`src/rtl/evt_pkg.sv`:
```
package evt_pkg;
  localparam int NUM_EVT = 7;
  localparam int IDX_W   = 3;

  typedef enum logic [2:0] {
    EV_TMR  = 3'd0,
    EV_EDGE = 3'd1,
    EV_ROLL = 3'd2,
    EV_WRAP = 3'd3,
    EV_MRD  = 3'd4,
    EV_MWR  = 3'd5,
    EV_EXEC = 3'd6
  } evt_idx_e;

  typedef enum logic [2:0] {
    IM_OFF  = 3'd0,
    IM_TMR  = 3'd1,
    IM_EDGE = 3'd2,
    IM_ROLL = 3'd3,
    IM_WRAP = 3'd4,
    IM_MRD  = 3'd5,
    IM_MWR  = 3'd6,
    IM_EXEC = 3'd7
  } irq_mode_e;

  typedef enum logic [1:0] {
    EK_NONE = 2'b00,
    EK_RISE = 2'b01,
    EK_FALL = 2'b10,
    EK_ANY  = 2'b11
  } edge_kind_e;

  typedef enum logic {
    ST_IDLE = 1'b0,
    ST_WAIT = 1'b1
  } wait_st_e;
endpackage

```
`src/rtl/evt_timer.sv`:
```
module evt_timer #(
  parameter int CNT_W = 32
) (
  input  logic             clk_i,
  input  logic             rst_ni,
  input  logic             period_we_i,
  input  logic [CNT_W-1:0] period_i,
  output logic             evt_o
);
  logic [CNT_W-1:0] period_q;
  logic [CNT_W-1:0] tick_q;
  logic             wrap;

  assign wrap  = (period_q != '0) && (tick_q == period_q - CNT_W'(1));
  assign evt_o = wrap;

  always_ff @(posedge clk_i or negedge rst_ni) begin
    if (!rst_ni) begin
      period_q <= '0;
      tick_q   <= '0;
    end else if (period_we_i) begin
      period_q <= period_i;
      tick_q   <= '0;
    end else if (period_q != '0) begin
      tick_q <= wrap ? '0 : tick_q + CNT_W'(1);
    end
  end

  // reload spacing, no back-to-back events for periods above one
  p_tmr_gap_r3: assert property (@(posedge clk_i) disable iff (!rst_ni)
    (evt_o && period_q > CNT_W'(1) && !period_we_i) |=> !evt_o);

  // a stopped timer holds its count at zero
  p_tmr_idle_r3: assert property (@(posedge clk_i) disable iff (!rst_ni)
    (period_q == '0) |-> (tick_q == '0));
endmodule

```
`src/rtl/evt_edge_det.sv`:
```
module evt_edge_det #(
  parameter int PIN_N = 64,
  localparam int SEL_W = $clog2(PIN_N)
) (
  input  logic             clk_i,
  input  logic             rst_ni,
  input  logic             cfg_we_i,
  input  logic [SEL_W+1:0] cfg_i,
  input  logic [PIN_N-1:0] pins_i,
  output logic             evt_o
);
  import evt_pkg::*;

  logic [SEL_W-1:0] sel_q;
  edge_kind_e       kind_q;
  logic             s1_q, s2_q;
  logic [1:0]       warm_q;
  logic             rise, fall;

  assign rise  = s1_q & ~s2_q;
  assign fall  = ~s1_q & s2_q;
  assign evt_o = (warm_q == 2'd2) && ((kind_q[0] && rise) || (kind_q[1] && fall));

  always_ff @(posedge clk_i or negedge rst_ni) begin
    if (!rst_ni) begin
      sel_q  <= '0;
      kind_q <= EK_NONE;
      warm_q <= 2'd0;
      s1_q   <= 1'b0;
      s2_q   <= 1'b0;
    end else begin
      s1_q <= pins_i[sel_q];
      s2_q <= s1_q;
      if (cfg_we_i) begin
        sel_q  <= cfg_i[SEL_W-1:0];
        kind_q <= edge_kind_e'(cfg_i[SEL_W+1:SEL_W]);
        warm_q <= 2'd0;  // both samples must come from the new pin
      end else if (warm_q != 2'd2) begin
        warm_q <= warm_q + 2'd1;
      end
    end
  end

  // silent for two cycles after a selection change
  p_cfg_quiet1_r5: assert property (@(posedge clk_i) disable iff (!rst_ni)
    cfg_we_i |=> !evt_o);
  p_cfg_quiet2_r5: assert property (@(posedge clk_i) disable iff (!rst_ni)
    cfg_we_i |=> ##1 !evt_o);
endmodule

```
`src/rtl/evt_bkpt.sv`:
```
module evt_bkpt #(
  parameter int ADDR_W = 20
) (
  input  logic              clk_i,
  input  logic              rst_ni,
  input  logic              addr_we_i,
  input  logic [ADDR_W-1:0] addr_i,
  input  logic              exec_valid_i,
  input  logic [ADDR_W-1:0] exec_addr_i,
  output logic              evt_o
);
  logic [ADDR_W-1:0] addr_q;
  logic              armed_q;

  // full-width compare: local and shared spaces match alike
  assign evt_o = armed_q && exec_valid_i && (exec_addr_i == addr_q);

  always_ff @(posedge clk_i or negedge rst_ni) begin
    if (!rst_ni) begin
      addr_q  <= '0;
      armed_q <= 1'b0;
    end else if (addr_we_i) begin
      addr_q  <= addr_i;
      armed_q <= 1'b1;
    end
  end
endmodule

```
`src/rtl/evt_capture.sv`:
```
module evt_capture #(
  parameter int CNT_W = 32
) (
  input  logic                         clk_i,
  input  logic                         rst_ni,
  input  logic [evt_pkg::NUM_EVT-1:0]  evt_i,
  input  logic                         mode_we_i,
  input  logic [2:0]                   mode_i,
  input  logic                         irq_ack_i,
  input  logic                         irq_ret_i,
  output logic                         irq_o,
  input  logic                         req_valid_i,
  input  logic [evt_pkg::IDX_W-1:0]    req_evt_i,
  input  logic                         req_take_i,
  input  logic                         req_timed_i,
  input  logic [CNT_W-1:0]             req_limit_i,
  output logic                         resp_valid_o,
  output logic                         resp_flag_o,
  output logic                         resp_timeout_o,
  output logic                         busy_o,
  output logic [CNT_W-1:0]             cnt_o
);
  import evt_pkg::*;
  localparam int PAD_N = 2 ** IDX_W;

  logic [NUM_EVT-1:0] flag_q;
  logic [PAD_N-1:0]   flag_pad, evt_pad, clr;
  irq_mode_e          mode_q;
  logic [IDX_W-1:0]   sel_idx;
  logic               edge_hold_q;
  wait_st_e           st_q;
  logic [IDX_W-1:0]   w_evt_q;
  logic               w_timed_q;
  logic [CNT_W-1:0]   w_lim_q;
  logic [CNT_W-1:0]   cnt_q;
  logic               poll_now, wait_go, wait_hit, wait_to, ack_now;

  assign flag_pad = {{(PAD_N-NUM_EVT){1'b0}}, flag_q};
  assign evt_pad  = {{(PAD_N-NUM_EVT){1'b0}}, evt_i};
  assign sel_idx  = IDX_W'(mode_q) - IDX_W'(1);

  assign irq_o = (mode_q != IM_OFF) && flag_pad[sel_idx]
               && !(mode_q == IM_EDGE && edge_hold_q);
  assign ack_now = irq_ack_i && (mode_q != IM_OFF);

  assign poll_now = req_valid_i && (st_q == ST_IDLE) && req_take_i && !req_timed_i;
  assign wait_go  = req_valid_i && (st_q == ST_IDLE) && !(req_take_i && !req_timed_i);
  assign wait_hit = (st_q == ST_WAIT) && flag_pad[w_evt_q];
  assign wait_to  = (st_q == ST_WAIT) && !wait_hit && w_timed_q && (cnt_q == w_lim_q);

  assign resp_valid_o   = poll_now || wait_hit || wait_to;
  assign resp_flag_o    = poll_now ? flag_pad[req_evt_i] : wait_hit;
  assign resp_timeout_o = wait_to;
  assign busy_o         = (st_q == ST_WAIT);
  assign cnt_o          = cnt_q;

  always_comb begin
    clr = '0;
    if (poll_now) clr[req_evt_i] = 1'b1;
    if (wait_hit) clr[w_evt_q]   = 1'b1;
    if (ack_now)  clr[sel_idx]   = 1'b1;
  end

  always_ff @(posedge clk_i or negedge rst_ni) begin
    if (!rst_ni) begin
      flag_q      <= '0;
      mode_q      <= IM_OFF;
      edge_hold_q <= 1'b0;
      st_q        <= ST_IDLE;
      w_evt_q     <= '0;
      w_timed_q   <= 1'b0;
      w_lim_q     <= '0;
      cnt_q       <= '0;
    end else begin
      cnt_q  <= cnt_q + CNT_W'(1);
      // new events override same-cycle clears
      flag_q <= (flag_q & ~clr[NUM_EVT-1:0]) | evt_i;
      if (mode_we_i) mode_q <= irq_mode_e'(mode_i);
      if (irq_ret_i)
        edge_hold_q <= 1'b0;
      else if (irq_ack_i && mode_q == IM_EDGE)
        edge_hold_q <= 1'b1;
      if (wait_go) begin
        st_q      <= ST_WAIT;
        w_evt_q   <= req_evt_i;
        w_timed_q <= req_timed_i;
        w_lim_q   <= req_limit_i;
      end else if (wait_hit || wait_to) begin
        st_q <= ST_IDLE;
      end
    end
  end

  // an arriving event is always captured
  p_set_wins_r8: assert property (@(posedge clk_i) disable iff (!rst_ni)
    (|evt_i) |=> ((flag_q & $past(evt_i)) == $past(evt_i)));

  // acknowledge drops the request line
  p_ack_drop_r2: assert property (@(posedge clk_i) disable iff (!rst_ni)
    (irq_ack_i && irq_o && !(|evt_i) && !mode_we_i) |=> !irq_o);

  // edge-mode acknowledge holds the line low until return
  p_edge_hold_r11: assert property (@(posedge clk_i) disable iff (!rst_ni)
    (irq_ack_i && mode_q == IM_EDGE && !irq_ret_i && !mode_we_i) |=> !irq_o);

  // a poll clears its flag when no event collides
  p_poll_clr_r7: assert property (@(posedge clk_i) disable iff (!rst_ni)
    (poll_now && !evt_pad[req_evt_i]) |=> !flag_pad[$past(req_evt_i)]);

  // a finished wait frees the port
  p_wait_exit_r9: assert property (@(posedge clk_i) disable iff (!rst_ni)
    (busy_o && resp_valid_o) |=> !busy_o);
endmodule

```
`src/rtl/evt_irq_unit.sv`:
```
module evt_irq_unit #(
  parameter int CNT_W  = 32,
  parameter int PIN_N  = 64,
  parameter int ADDR_W = 20
) (
  input  logic                     clk_i,
  input  logic                     rst_ni,
  input  logic                     tmr_period_we_i,
  input  logic [CNT_W-1:0]         tmr_period_i,
  input  logic                     edge_cfg_we_i,
  input  logic [$clog2(PIN_N)+1:0] edge_cfg_i,
  input  logic [PIN_N-1:0]         pins_i,
  input  logic                     bkpt_we_i,
  input  logic [ADDR_W-1:0]        bkpt_addr_i,
  input  logic                     exec_valid_i,
  input  logic [ADDR_W-1:0]        exec_addr_i,
  input  logic                     xfer_roll_i,
  input  logic                     xfer_wrap_i,
  input  logic                     mbox_rd_i,
  input  logic                     mbox_wr_i,
  input  logic                     irq_mode_we_i,
  input  logic [2:0]               irq_mode_i,
  output logic                     irq_o,
  input  logic                     irq_ack_i,
  input  logic                     irq_ret_i,
  input  logic                     req_valid_i,
  input  logic [2:0]               req_evt_i,
  input  logic                     req_take_i,
  input  logic                     req_timed_i,
  input  logic [CNT_W-1:0]         req_limit_i,
  output logic                     resp_valid_o,
  output logic                     resp_flag_o,
  output logic                     resp_timeout_o,
  output logic                     busy_o,
  output logic [CNT_W-1:0]         cnt_o
);
  import evt_pkg::*;

  logic [NUM_EVT-1:0] evt;
  logic tmr_evt, edge_evt, bkpt_evt;

  evt_timer #(.CNT_W(CNT_W)) u_timer (
    .clk_i, .rst_ni,
    .period_we_i (tmr_period_we_i),
    .period_i    (tmr_period_i),
    .evt_o       (tmr_evt)
  );

  evt_edge_det #(.PIN_N(PIN_N)) u_edge (
    .clk_i, .rst_ni,
    .cfg_we_i (edge_cfg_we_i),
    .cfg_i    (edge_cfg_i),
    .pins_i   (pins_i),
    .evt_o    (edge_evt)
  );

  evt_bkpt #(.ADDR_W(ADDR_W)) u_bkpt (
    .clk_i, .rst_ni,
    .addr_we_i    (bkpt_we_i),
    .addr_i       (bkpt_addr_i),
    .exec_valid_i (exec_valid_i),
    .exec_addr_i  (exec_addr_i),
    .evt_o        (bkpt_evt)
  );

  always_comb begin
    evt          = '0;
    evt[EV_TMR]  = tmr_evt;
    evt[EV_EDGE] = edge_evt;
    evt[EV_ROLL] = xfer_roll_i;
    evt[EV_WRAP] = xfer_wrap_i;
    evt[EV_MRD]  = mbox_rd_i;
    evt[EV_MWR]  = mbox_wr_i;
    evt[EV_EXEC] = bkpt_evt;
  end

  evt_capture #(.CNT_W(CNT_W)) u_cap (
    .clk_i, .rst_ni,
    .evt_i          (evt),
    .mode_we_i      (irq_mode_we_i),
    .mode_i         (irq_mode_i),
    .irq_ack_i      (irq_ack_i),
    .irq_ret_i      (irq_ret_i),
    .irq_o          (irq_o),
    .req_valid_i    (req_valid_i),
    .req_evt_i      (req_evt_i),
    .req_take_i     (req_take_i),
    .req_timed_i    (req_timed_i),
    .req_limit_i    (req_limit_i),
    .resp_valid_o   (resp_valid_o),
    .resp_flag_o    (resp_flag_o),
    .resp_timeout_o (resp_timeout_o),
    .busy_o         (busy_o),
    .cnt_o          (cnt_o)
  );
endmodule

```
`config.mk`:
```
export PLATFORM = sky130hd
export DESIGN_NAME = evt_irq_unit
export DESIGN_NICKNAME = d
export VERILOG_FILES = /design/src/rtl/evt_pkg.sv /design/src/rtl/evt_timer.sv /design/src/rtl/evt_edge_det.sv /design/src/rtl/evt_bkpt.sv /design/src/rtl/evt_capture.sv /design/src/rtl/evt_irq_unit.sv
export SDC_FILE = /design/constraint.sdc
export NUM_CORES = 1
export LEC_CHECK = 0
export BUFFER_PORTS_ARGS = -buffer_cell sky130_fd_sc_hd__buf_2
export CAP_MARGIN = 40
export CORE_MARGIN = 4
export CORE_UTILIZATION = 35
export DETAILED_ROUTE_END_ITERATION = 16
export PLACE_DENSITY = 0.66
export SYNTH_ARGS = -nofsm -noshare
export SYNTH_HDL_FRONTEND = slang
export SYNTH_HIERARCHICAL = 1
export SYNTH_SLANG_ARGS = --single-unit
export TNS_END_PERCENT = 10
```
`constraint.sdc`:
```
create_clock -name clk_i -period 6.7 [get_ports clk_i]
set_clock_uncertainty 0.15 [all_clocks]
set_input_delay 0.335 -clock clk_i [delete_from_list [all_inputs] [get_ports clk_i]]
set_output_delay 0.335 -clock clk_i [all_outputs]
set_load 0.005 [all_outputs]
```
======== Yosys cells after proc, flatten, opt, wreduce, memory -nomap -nowiden ========
Cells that the tools add are included.
cells by class
  eq/ne operators ......................... 6
  add/subtract/negate cells ............... 5
  bitwise logic cells ..................... 10
  muxes and demuxes ....................... 27
  order comparisons ....................... 7
  reductions and logical operators ........ 37
operators by type and width
  kind                                                  count
  2-to-1 mux 32 bit                                     3
  adder 32 x 1 -> 32 bit (second input constant)        2
  == test 32 bit                                        2
  nonzero test 32 bit                                   1
  subtractor 32 x 1 -> 32 bit (second input constant)   1
  logical AND 1 bit                                     23
  2-to-1 mux 7 bit                                      3
  OR 7 bit                                              3
  == test 20 bit                                        1
  < comparator 3 x 4 -> 1 bit (second input constant)   3
  2-to-1 mux 1 bit                                      12
  binary-select mux 1 bit (select 3 bit)                3
  demux 1 bit (select 3 bit)                            3
  >= comparator 3 x 1 -> 1 bit (second input constant)  3
  nonzero test 2 bit                                    4
  AND 7 bit                                             1
  < comparator 6 x 7 -> 1 bit (second input constant)   1
  NOT 7 bit                                             1
  binary-select mux 1 bit (select 6 bit)                1
  zero test 1 bit                                       4
  logical OR 1 bit                                      4
  2-to-1 mux 2 bit                                      2
  == test 3 x 2 -> 1 bit (second input constant)        1
  NOT 1 bit                                             3
  other kinds (6)                                       7
storage, ports and cells
  word-level logic and storage cells ...... 109
  flip-flop bits (word level) ............. 177
  bits of input ports ..................... 198
  output and inout bits ................... 37

======== Depth between registers and ports, before layout ========
Gate-level depths: netlist of run 1.
  depth after elaboration ................. 12
  gate-level depth with buffers ........... 13

======== By module ========
The synthesis of run 1 kept the hierarchy.
by module, submodules not included
  module        cells an instance  area each (um^2)  times used  seq. area each (um^2)
  evt_timer     512                4570.6            1           1601.5
  evt_capture   344                3990.1            1           2001.9
  evt_edge_det  97                 1047.3            1           300.3
  evt_bkpt      71                 992.2             1           525.5

======== Least setup slack after synthesis of run 1 ========
OpenSTA, ideal clock, no wires.
  kind .................................... flip-flop to flip-flop
  from .................................... register u_timer.period_q[0]
  to ...................................... register u_timer.tick_q[12]
  cell stages (with the launch flop) ...... 12
  data arrival time ....................... 3.035 ns
  slack ................................... 3.420 ns
  buffers on the path ..................... 0
  clock period less this slack ............ 3.280 ns
  path through ............................ dfrtp_1 inv_1 ha_1 nor4b_4 nand2_4 or3_4 or3_1 o2111a_1 and4_4 and2_4 or4_4 o31ai_1
between the ends
  longest elaborated chain between the ends .. 6
  elaborated cells on any way between the ends .. 8
  those cells by class .................... add/sub (1); eq/ne (1); mux (3); reduce/logical (3)
RTL lines
  what                         line                source
  from (decl)                  evt_timer.sv:10     logic [CNT_W-1:0] period_q;
  from (signal assigned)       evt_timer.sv:22     period_q <= period_i;
  subtractor 32 x 1 -> 32 bit  evt_timer.sv:14     assign wrap = (period_q != '0) && (tick_q == period_q - CNT_W'(1));
  == test 32 bit               evt_timer.sv:14
  logical AND 1 bit *          evt_timer.sv:14
  net tmr_evt                  evt_irq_unit.sv:40  logic tmr_evt, edge_evt, bkpt_evt;
  2-to-1 mux 32 bit *          evt_timer.sv:25     tick_q <= wrap ? '0 : tick_q + CNT_W'(1);
  2-to-1 mux 32 bit *          evt_timer.sv:24     end else if (period_q != '0) begin
  2-to-1 mux 32 bit *          evt_timer.sv:21     end else if (period_we_i) begin
  to (signal assigned)         evt_timer.sv:25
  to (decl)                    evt_timer.sv:11     logic [CNT_W-1:0] tick_q;
The timed path passes the listed nets; every way through them passes the cells marked *. The select of a mux whose other input is x is not followed.
A chain may end at the register's enable or synchronous reset.

======== Worst setup path after layout of run 1 ========
  from .................................... register u_timer.period_q[0]
  to ...................................... register u_timer.tick_q[24]
between the ends
  longest elaborated chain between the ends .. 6
  elaborated cells on any way between the ends .. 8
  those cells by class .................... add/sub (1); eq/ne (1); mux (3); reduce/logical (3)
RTL lines
  what                         line
  subtractor 32 x 1 -> 32 bit  evt_timer.sv:14
  == test 32 bit               evt_timer.sv:14
  logical AND 1 bit            evt_timer.sv:14
  2-to-1 mux 32 bit            evt_timer.sv:25
  2-to-1 mux 32 bit            evt_timer.sv:24
  2-to-1 mux 32 bit            evt_timer.sv:21
Parallel ways exist; a longest one is shown, timed or not. The select of a mux whose other input is x is not followed.

==> metrics, run 1 <==
CP required=6870 ps; Port Buf Inserts=approximately 230; CTS Buf Count=17; DRC=0; HPWL after DPL=22,120 µm; setup_tns=0 ps; r2r worst-path depth=11; largest net degree at the start of global routing=66; post-DR wirelength/cell=17.15 µm; GR Util met1=between 20 and 25%; reg2reg setup slack=approximately 2300 ps; detailed-route wire length=about 30,000 µm; post-CTS sizing=0; Placer Congestion=roughly 0.90; Slew HR=between 40% and 50%; CTS tree=done; Sink Count=around 180; first-pass GRT wire length=between 40,000 and 50,000 µm; worst skew pair latency=approximately 440 ps; LEAKAGE=around 6 nW; Slew @ Worst Pin=890.2 ps; initial antenna violation count=2; cell area after layout=approximately 0.014 mm²; drt first pass iters=5; fin nets=roughly 1,600; dpl cell area=~0.012 mm²; fin util=46.48%; Max Transition Viols Final=0; initial core utilization=between 30% and 40%; GR Util All Layers=17.81%; mean area per synthesized cell=approximately 10 µm²; Die Span Y=182.0 µm; root buffer cell=clkbuf_16; layout cells sized above 1=between 30% and 40%; Top FF cell, synth=dfrtp_1; Yosys cell types=92; Mapped Area=around 0.011 mm²; crit path launch type=flip-flop; final critical-path required period=around 4400 ps; H-tree depth=4; Most Used Layer, Global Route=met2; Mapped Cells=approximately 1,000; vias in the first global route=approximately 9,500; vias=a little over 9,000; period utilisation layout=approximately 66%; CP arrival=roughly 4600 ps; global routing usage on met2=about 30%; Max VDD drop=about 0.00014 V; I/O pins=235; Die W=between 150 and 200 µm; Reg clk slew, reported paths=around 80 ps; Seq/Total Area, Yosys=41.78%; Max FO, Critical Path=35; via/cell ratio=between 5 and 6; Post-synth EDFFs=0; worst hold margin=approximately 57 ps; GR Util met3=about 3.2%; end of the worst hold path=u_cap/w_timed_q$_DFFE_PN0P_; worst hold stages=3; Initial DRC Count=about 630; status=finished, final reports clean; die area=between 0.03 and 0.04 mm²; # setup viols final=0; Clock Path Buffers=2; asr flop ratio synth=100.0%; WS Path Type=reg -> reg; Final Hold Fails=0; gr ovfl total=0; Critical Path Sink Type=flip-flop; Power Density=between 200 and 250 mW/mm²; unrepaired setup endpoints after global routing=no; hold_sp=req_take_i; Max-Cap Viols=0; Critical R2R Launch=u_timer/period_q[0]$_DFFE_PN0P_; syn nets=about 1,200; Syn-to-layout area delta=30.64%; Max Clock Freq=about 230 MHz; post-route ant nets=0; RR Endpoint=u_timer/tick_q[24]$_DFFE_PN0P_; FP Rows=63; flop and latch count out of synthesis=approximately 180; synthesis warning total=6; Core ar.=slightly below 0.03 mm²; worst hold path type=in -> reg
cells in the mapped netlist (4+ instances only):
cell type	count	area [µm²]
dfrtp_1	177	4429
or4_1	7	52.55
nor2b_1	9	56.30
and4_1	8	70.07
nand3b_1	10	75.07
xnor2_1	55	481.7
nand3_1	54	270.3
o22ai_1	7	43.79
buf_2	12	60.06
nand2b_1	5	31.28
ha_1	7	87.58
a31oi_1	7	43.79
a41o_1	6	60.06
nor4_2	6	75.07
o21ai_1	5	25.02
and2_1	9	56.30
clkbuf_1	21	78.83
xor2_1	68	595.6
nand4_1	23	143.9
mux2_2	86	968.4
o21ai_0	35	175.2
buf_6	6	67.56
a22oi_1	5	37.54
o31ai_1	10	75.07
o211ai_1	7	52.55
inv_1	33	123.9
buf_4	5	37.54
nor2_1	50	187.7
mux4_2	12	270.3
a21oi_1	26	130.1
or3_1	4	25.02
and3_1	13	81.33
nor3_1	23	115.1
nand2_1	84	315.3
mux2i_1	12	120.1
nor4_1	24	150.1
a211oi_1	9	67.56
nand4b_1	8	70.07
where the power goes:
group          switching [mW]  total, mW  internal (mW)
combinational           0.333      0.745          0.412
clock                   0.528       1.08          0.557
sequential              0.170       1.40           1.23
total                    1.03       3.23           2.20
cells in the final DEF (no fill, tap or decap), types with 5 or more instances in the layout:
master / count
a211oi_1: 9
a21oi_1: 26
a22oi_1: 5
a31oi_1: 7
a41o_1: 6
and2_1: 9
and3_1: 13
and4_1: 8
buf_2: 233
buf_4: 5
clkbuf_16: 17
dfrtp_1: 177
dlygate4sd3_1: 105
ha_1: 7
inv_1: 33
inv_8: 5
mux2_2: 86
mux2i_1: 12
mux4_2: 12
nand2_1: 84
nand2b_1: 5
nand3_1: 54
nand3b_1: 10
nand4_1: 23
nand4b_1: 8
nor2_1: 50
nor2b_1: 9
nor3_1: 23
nor4_1: 23
nor4_2: 7
o211ai_1: 7
o21ai_0: 35
o21ai_1: 5
o22ai_1: 7
o31ai_1: 10
or4_1: 7
xnor2_1: 55
xor2_1: 68
worst max-delay path, stage by stage, from the launching register on:
cell	delay, ps
dfrtp_1	450
inv_1	130
ha_1	220
nor4b_4	410
nand2_4	130
or3_4	410
or3_1	390
o2111a_1	150
and4_4	210
a21oi_4	710
nand2_1	560
o31ai_1	400
sequential cells by signal (all words and copies together) (netlist names):
signal,count
u_bkpt/armed_q,1
u_edge/warm_q,2
u_cap/w_evt_q,3
u_edge/kind_q,2
u_cap/cnt_o,32
u_timer/tick_q,32
u_cap/w_lim_q,32
u_cap/w_timed_q,1
u_edge/s1_q,1
u_edge/sel_q,6
u_cap/edge_hold_q,1
u_timer/period_q,32
u_cap/busy_o,1
u_cap/flag_q,7
u_bkpt/addr_q,20
u_cap/mode_q,3
u_edge/s2_q,1
how the worst max path moves through the flow:
stage / startpoint / endpoint / slack (ps) / cells past startpoint
final: u_timer/period_q[0]$_DFFE_PN0P_ / u_timer/tick_q[24]$_DFFE_PN0P_ / 2260 / 11
after global routing: u_timer/period_q[0]$_DFFE_PN0P_ / u_timer/tick_q[24]$_DFFE_PN0P_ / 2000 / 11
after CTS: u_timer/period_q[0]$_DFFE_PN0P_ / u_timer/tick_q[24]$_DFFE_PN0P_ / 2330 / 11
after detailed placement: u_timer/period_q[0]$_DFFE_PN0P_ / u_timer/tick_q[21]$_DFFE_PN0P_ / 2360 / 11
after global placement: u_timer/period_q[0]$_DFFE_PN0P_ / u_timer/tick_q[13]$_DFFE_PN0P_ / 2560 / 11
after floorplan: u_timer/period_q[0]$_DFFE_PN0P_ / u_timer/tick_q[12]$_DFFE_PN0P_ / 3420 / 11
repair_timing:
| item | in CTS | in global routing |
|---|---|---|
| hold buffers | 104 | 1 |
| endpoints found under the hold margin | 191 | 1 |
| setup endpoints to repair | 0 | 0 |
| buffers inserted | 0 | 0 |
cells by family (layout without fill, tap and decap cells):
family                   Yosys count  count (layout)  share of synthesized area, %
flip-flops                       177             177                         41.78
buffers and inverters             78             412                         3.506
adder cells (fa/ha/maj)            7               7                        0.8262
AND/OR/NAND/NOR                  371             371                         20.14
XOR/XNOR                         123             123                         10.16
multiplexers                     113             113                         13.42
AO/OA/AOI/OAI                    155             155                         10.16
other                              0               1                             0
stage by stage:
step	std cells	power, mW	setup WS (ps)
CTS	1747	3.270	2331
floorplan	1024	1.879	3420
global route	1749	3.418	2002
detailed placement	1611	2.124	2363
finish	1749	3.234	2262
global placement	1606	2.094	2557
cell type report:
cell class,count,area (µm²)
clock inverters,15,217.7
flip-flops and latches,177,4429
fillers,2765,15950
repair buffers,347,2349
well taps,390,488.0
inverters,33,123.9
multi-input cells,769,5813
diodes,1,2.502
clock buffers,17,425.4
routing by layer:
| metal | wire length, µm | part of all wire [%] |
|---|---|---|
| met5 | 7 | 0.023 |
| met4 | 721 | 2.4 |
| met3 | 1410 | 4.7 |
| met2 | 14790 | 49 |
| met1 | 13070 | 44 |
Note: power is estimated with default switching activity, not from simulation.
==> run 2: changes to the inputs <==
--- a/config.mk
+++ b/config.mk
@@ -10,7 +10,7 @@
 export CORE_MARGIN = 4
 export CORE_UTILIZATION = 35
 export DETAILED_ROUTE_END_ITERATION = 16
-export PLACE_DENSITY = 0.66
+export PLACE_DENSITY = 0.68
 export SYNTH_ARGS = -nofsm -noshare
 export SYNTH_HDL_FRONTEND = slang
 export SYNTH_HIERARCHICAL = 1
==> constraint.sdc (replaced) <==
create_clock -name clk_i -period 4.07 [get_ports clk_i]
set_clock_uncertainty 0.15 [all_clocks]
set_input_delay 0.2035 -clock clk_i [delete_from_list [all_inputs] [get_ports clk_i]]
set_output_delay 0.2035 -clock clk_i [all_outputs]
set_load 0.005 [all_outputs]
==> run 2 against run 1 <==
Clock power is 53% higher. Die area did not move. Design area grew 0.69%. Sequential cell count unchanged. Hold slack better by 36 ps. Non-clock buffer count increased by 20. Global-route usage fell by 0.097 points. Combinational power rose by 66%. First-iteration DRC count is 2.2% lower. Core utilization grew 0.32 points. Critical endpoint is now u_timer/tick_q[4]$_DFFE_PN0P_.
==> metrics, run 2 (synthesis gave the netlist of run 1 again) <==
status=finished, final reports clean (unchanged); r2r worst-path depth=11 (unchanged); Max Transition Viols Final=0 (unchanged); root buffer cell=clkbuf_16 (unchanged); fin util=46.80% (was 46.48%); Worst path slowest cell=or4_1 (was a21oi_4); worst hold path type=in -> reg (unchanged); Max Clock Freq=272.6 MHz (was 225.3 MHz); overall power=5.207 mW (was 3.234 mW); Max VDD drop=0.0002683 V (was 0.0001415 V); LEAKAGE=6.056 nW (was 6.021 nW); Clock Path Buffers=2 (unchanged); Reg area=0.004429 mm² (unchanged); crit path launch type=flip-flop (unchanged); # setup viols final=0 (unchanged); drt first pass iters=6 (was 5); via/cell ratio=5.339 (was 5.295); Critical Path Sink Type=flip-flop (unchanged); worst hold margin=92.89 ps (was 56.90 ps); worst hold stages=4 (was 3); HPWL after DPL=21,520 µm (was 22,120 µm); vias in the first global route=9,468 (was 9,471); initial antenna violation count=1 (was 2); dpl cell area=0.01211 mm² (was 0.01215 mm²); Non-Filler Instances=1,769 (was 1,749); Core ar.=0.02980 mm² (unchanged); Top delay family on crit path=simple AND/OR/NAND/NOR gates (unchanged); Max FO, Critical Path=13 (was 35); gr ovfl total=0 (unchanged); GR Util All Layers=17.71% (was 17.81%); Syn-to-layout area delta=31.54% (was 30.64%); Slew HR=46.40% (was 40.52%); FP Rows=63 (unchanged); Most Used Layer, Global Route=met2 (unchanged); cell area after layout=0.01394 mm² (was 0.01385 mm²); final worst-path setup slack=401.3 ps (was 2262 ps); largest net degree at the start of global routing=80 (was 66); Sink Count=177 (unchanged); Port Buf Inserts=234 (unchanged); CP required=4220 ps (was 6870 ps); post-CTS sizing=0 (unchanged); multi-input logic area=0.005807 mm² (was 0.005813 mm²); cells along the critical path=inv_1 > ha_1 > or3b_1 > or4_1 > a21oi_1 > nand4_1 > nor4_1 > and4_4 > a21oi_4 > nand2_1 > o21ai_0 (was inv_1 > ha_1 > nor4b_4 > nand2_4 > or3_4 > or3_1 > o2111a_1 > and4_4 > a21oi_4 > nand2_1 > o31ai_1); Die Span Y=182.0 µm (unchanged); final critical-path required period=3669 ps (was 4438 ps); CTS Buf Count=17 (unchanged); first-pass GRT wire length=48,210 µm (was 48,570 µm); post-DR wirelength/cell=16.78 µm (was 17.15 µm); commonest non-fill, non-tap cell in the layout=buf_2 (unchanged); worst skew pair latency=450 ps (was 440 ps); layout cells sized above 1=29.83% (was 30.27%); fin nets=1,570 (was 1,550); die area=0.03313 mm² (unchanged); Power Density=373.5 mW/mm² (was 233.5 mW/mm²); Placer Congestion=0.9722 (was 0.8954); CP Depth=11 (unchanged); initial core utilization=35.58% (unchanged); Critical path buffers and inverters=1 (unchanged); post-route ant nets=0 (unchanged); unrepaired setup endpoints after global routing=no (unchanged); Die W=182.0 µm (unchanged); placed cell count=1,613 (was 1,611); worst slack, placed=447.7 ps (was 2363 ps); Max-Cap Viols=0 (unchanged); DRC=0 (unchanged); Initial DRC Count=611 (was 625); Final Hold Fails=0 (unchanged); period utilisation layout=90.14% (was 66.24%); H-tree depth=4 (unchanged); I/O pins=235 (unchanged); setup bufs post-CTS=0 (unchanged); Fill cells=2,798 (was 2,765); global routing usage on met2=30.61% (was 30.29%); detailed-route wire length=29,680 µm (was 30,000 µm); Reg clk slew, reported paths=80 ps (about the same); CTS hold repair buffers=123 (was 104); commonest non-fill, non-tap cells in the layout=buf_2, dfrtp_1, dlygate4sd3_1 (unchanged); setup_tns=0 ps (unchanged); vias=9,444 (was 9,261); Worst path max stage delay=530 ps (was 710 ps); GR Util met1=21.93% (was 23.03%); CP arrival=3820 ps (was 4600 ps); WS Path Type=reg -> reg (unchanged); GR Util met3=2.784% (was 3.185%); CTS tree=done (unchanged); Slew @ Worst Pin=801.1 ps (was 890.2 ps)
run 2: final timing paths:
kind | slack (ps) | startpoint | to
min in group asynchronous | 160 | rst_ni | u_timer/period_q[3]$_DFFE_PN0P_
setup reg to reg | 400 | u_timer/period_q[0]$_DFFE_PN0P_ | u_timer/tick_q[4]$_DFFE_PN0P_
max in group asynchronous | 2590 | rst_ni | u_bkpt/addr_q[6]$_DFFE_PN0P_
setup / recovery | 400 | u_timer/period_q[0]$_DFFE_PN0P_ | u_timer/tick_q[4]$_DFFE_PN0P_
hold / removal | 90 | req_timed_i | u_cap/flag_q[5]$_DFF_PN0_
hold reg to reg | 250 | u_edge/s1_q$_DFF_PN0_ | u_edge/s2_q$_DFF_PN0_
run 2: final cells by class:
type                       count  share of cell area, %
antenna                        1                0.01795
inverter                      33                 0.8884
multi-input combinational    769                  41.65
sequential                   177                  31.77
clock inverter                14                  1.202
timing repair buffer         367                  17.90
tap                          390                  3.500
clock buffer                  18                  3.078
run 2: layer usage:
layer  vias up  wire [µm]
met1      4580      12300
met2       342      14850
met5         -          0
met3        68       1542
li1       4454          -
met4         0        988
run 2: worst reg2reg max path, cell delays in order, from the launching register on:
cell and delay [ps]:
dfrtp_1 430, inv_1 120, ha_1 220, or3b_1 470, or4_1 530, a21oi_1 170
nand4_1 150, nor4_1 350, and4_4 320, a21oi_4 60, nand2_1 400, o21ai_0 180
run 2: where the power goes:
| group | switching (mW) | internal (mW) |
|---|---|---|
| Sequential | 0.288 | 2.03 |
| Clock | 0.820 | 0.828 |
| Combinational | 0.545 | 0.694 |
==> run 3: changes to the inputs <==
--- a/config.mk
+++ b/config.mk
@@ -7,8 +7,8 @@
 export LEC_CHECK = 0
 export BUFFER_PORTS_ARGS = -buffer_cell sky130_fd_sc_hd__buf_2
 export CAP_MARGIN = 40
-export CORE_MARGIN = 4
 export CORE_UTILIZATION = 35
+export CTS_BUF_LIST = sky130_fd_sc_hd__clkbuf_16
 export DETAILED_ROUTE_END_ITERATION = 16
 export PLACE_DENSITY = 0.68
 export SYNTH_ARGS = -nofsm -noshare
==> run 3 against run 2 <==
Critical path depth decreased by 2. Register-to-register slack worse by 50 ps. Sequential share of layout area barely moved. Via count is 0.12% lower. First-iteration DRC count is 14% lower. Sequential power about the same. Core utilization increased by 0.053 points. Fmax shrank 1.3%. Clock-buffer cell count down 1. Largest cell class unchanged.
==> metrics, run 3 (synthesis gave the netlist of run 1 again) <==
# setup viols final=0 (unchanged); WS Path Type=reg -> reg (unchanged); via/cell ratio=5.341 (was 5.339); DRC=0 (unchanged); worst hold margin=33.37 ps (was 92.89 ps); Max Clock Freq=269.2 MHz (was 272.6 MHz); drt first pass iters=5 (was 6); worst hold path type=in -> reg (unchanged); Max-Cap Viols=0 (unchanged); HPWL after DPL=21,530 µm (was 21,520 µm); Slew HR=47.14% (was 46.40%); worst skew pair latency=430 ps (was 450 ps); Die W=176.0 µm (was 182.0 µm); Syn-to-layout area delta=31.34% (was 31.54%); Max VDD drop=0.0002657 V (was 0.0002683 V); Port Buf Inserts=234 (unchanged); Max Transition Viols Final=0 (unchanged); Non-Filler Instances=1,766 (was 1,769); first-pass GRT wire length=48,330 µm (was 48,210 µm); post-route ant nets=0 (unchanged); Worst path max stage delay=610 ps (was 530 ps); vias in the first global route=9,654 (was 9,468); Reg clk slew, reported paths=80 ps (about the same); vias=9,433 (was 9,444); Critical Path Sink Type=flip-flop (unchanged); Slew @ Worst Pin=790.0 ps (was 801.1 ps); crit path launch type=flip-flop (unchanged); layout cells sized above 1=29.94% (was 29.83%); H-tree depth=4 (unchanged); GR Util All Layers=19.55% (was 17.71%); gr ovfl total=0 (unchanged); LEAKAGE=6.050 nW (was 6.056 nW); Critical path buffers and inverters=0 (was 1); Clock Path Buffers=2 (unchanged); Critical Path Most Common Cell=nand2_1; Worst path slowest cell=nor4_2 (was or4_1); CP required=4210 ps (was 4220 ps); Core ar.=0.02972 mm² (was 0.02980 mm²); status=finished, final reports clean (unchanged); setup_tns=0 ps (unchanged); post-DR wirelength/cell=16.71 µm (was 16.78 µm); Die Span Y=176.0 µm (was 182.0 µm); Power Density=375.8 mW/mm² (was 373.5 mW/mm²); Sink Count=177 (unchanged); detailed-route wire length=29,510 µm (was 29,680 µm); largest net degree at the start of global routing=77 (was 80); Final Hold Fails=0 (unchanged); CTS tree=done (unchanged); I/O pins=235 (unchanged); Max FO, Critical Path=13 (unchanged); CP arrival=3850 ps (was 3820 ps); cells along the critical path=nor4_2 > and4_1 > nand2_1 > o41a_1 > nor4_1 > and4_4 > a21oi_4 > nand2_1 > o21ai_0 (was inv_1 > ha_1 > or3b_1 > or4_1 > a21oi_1 > nand4_1 > nor4_1 > and4_4 > a21oi_4 > nand2_1 > o21ai_0); Diodes inserted=0 (was 1); commonest non-fill, non-tap cell in the layout=buf_2 (unchanged); initial antenna violation count=0 (was 1); final critical-path required period=3715 ps (was 3669 ps); period utilisation layout=91.28% (was 90.14%); commonest non-fill, non-tap cells in the layout=buf_2, dfrtp_1, dlygate4sd3_1 (unchanged); die area=0.03099 mm² (was 0.03313 mm²); Initial DRC Count=528 (was 611); fin nets=1,568 (was 1,570); initial core utilization=35.67% (was 35.58%); unrepaired setup endpoints after global routing=no (unchanged); placed cell count=1,613 (unchanged); root buffer cell=clkbuf_16 (unchanged); CTS Buf Count=17 (unchanged); FP Rows=63 (unchanged); Placer Congestion=0.8935 (was 0.9722); Top delay family on crit path=simple AND/OR/NAND/NOR gates (unchanged)
## run 3: path summary, 6_finish.rpt
check,end,from,slack [ps],depth (start not counted)
hold reg to reg,u_edge/s2_q$_DFF_PN0_,u_edge/s1_q$_DFF_PN0_,250,0
max in group asynchronous,u_cap/w_evt_q[2]$_DFFE_PN0P_,rst_ni,2650,3
hold / removal,u_cap/flag_q[1]$_DFF_PN0_,irq_ack_i,30,3
setup reg to reg,u_timer/tick_q[3]$_DFFE_PN0P_,u_timer/period_q[7]$_DFFE_PN0P_,350,9
min in group asynchronous,u_timer/period_q[5]$_DFFE_PN0P_,rst_ni,230,2
setup / recovery,u_timer/tick_q[3]$_DFFE_PN0P_,u_timer/period_q[7]$_DFFE_PN0P_,350,9
## run 3: report_power, final
group	switching [mW]	internal (mW)
clock network	0.794	0.877
logic	0.553	0.691
registers	0.285	2.03
## run 3: per-layer routing
metal	share of wire (%)	global-route usage [%]
met1	43	23.66
met2	49	33.99
met3	4.5	3.618
met4	3.4	8.043
met5	0	0
## run 3: tightest hold or removal path: cells and delay by family
family | cells | cell delay [ps]
AOI/OAI and AO/OA | 1 | 160
buffers and inverters | 1 | 140
and+or+nand+nor | 1 | 80
## run 3: cell type report
class	count	area, µm²
multi-input combinational	769	5807
clock buffer	17	425.4
fill	2729	15800
timing repair buffer	365	2476
inverter	33	123.9
sequential	177	4429
clock inverter	15	172.7
tap	390	488.0
## run 3: stage by stage
step / util (%) / cell area [µm²] / power [mW] / setup slack (ps)
global placement: 40.76 / 12110 / 3.456 / 594.2
detailed placement: 40.76 / 12110 / 3.497 / 420.3
CTS: 46.85 / 13920 / 5.292 / 401.8
floorplan: - / 10600 / 3.094 / 789.7
global route: 46.85 / 13920 / 5.537 / 114.9
finish: 46.85 / 13920 / 5.233 / 354.9
## run 3: what timing repair did
action | in CTS | in global routing
endpoints found under the hold margin | 176 | 0
resized for setup | 0 | 0
buffers inserted | 0 | 0
hold buffers | 121 | 0
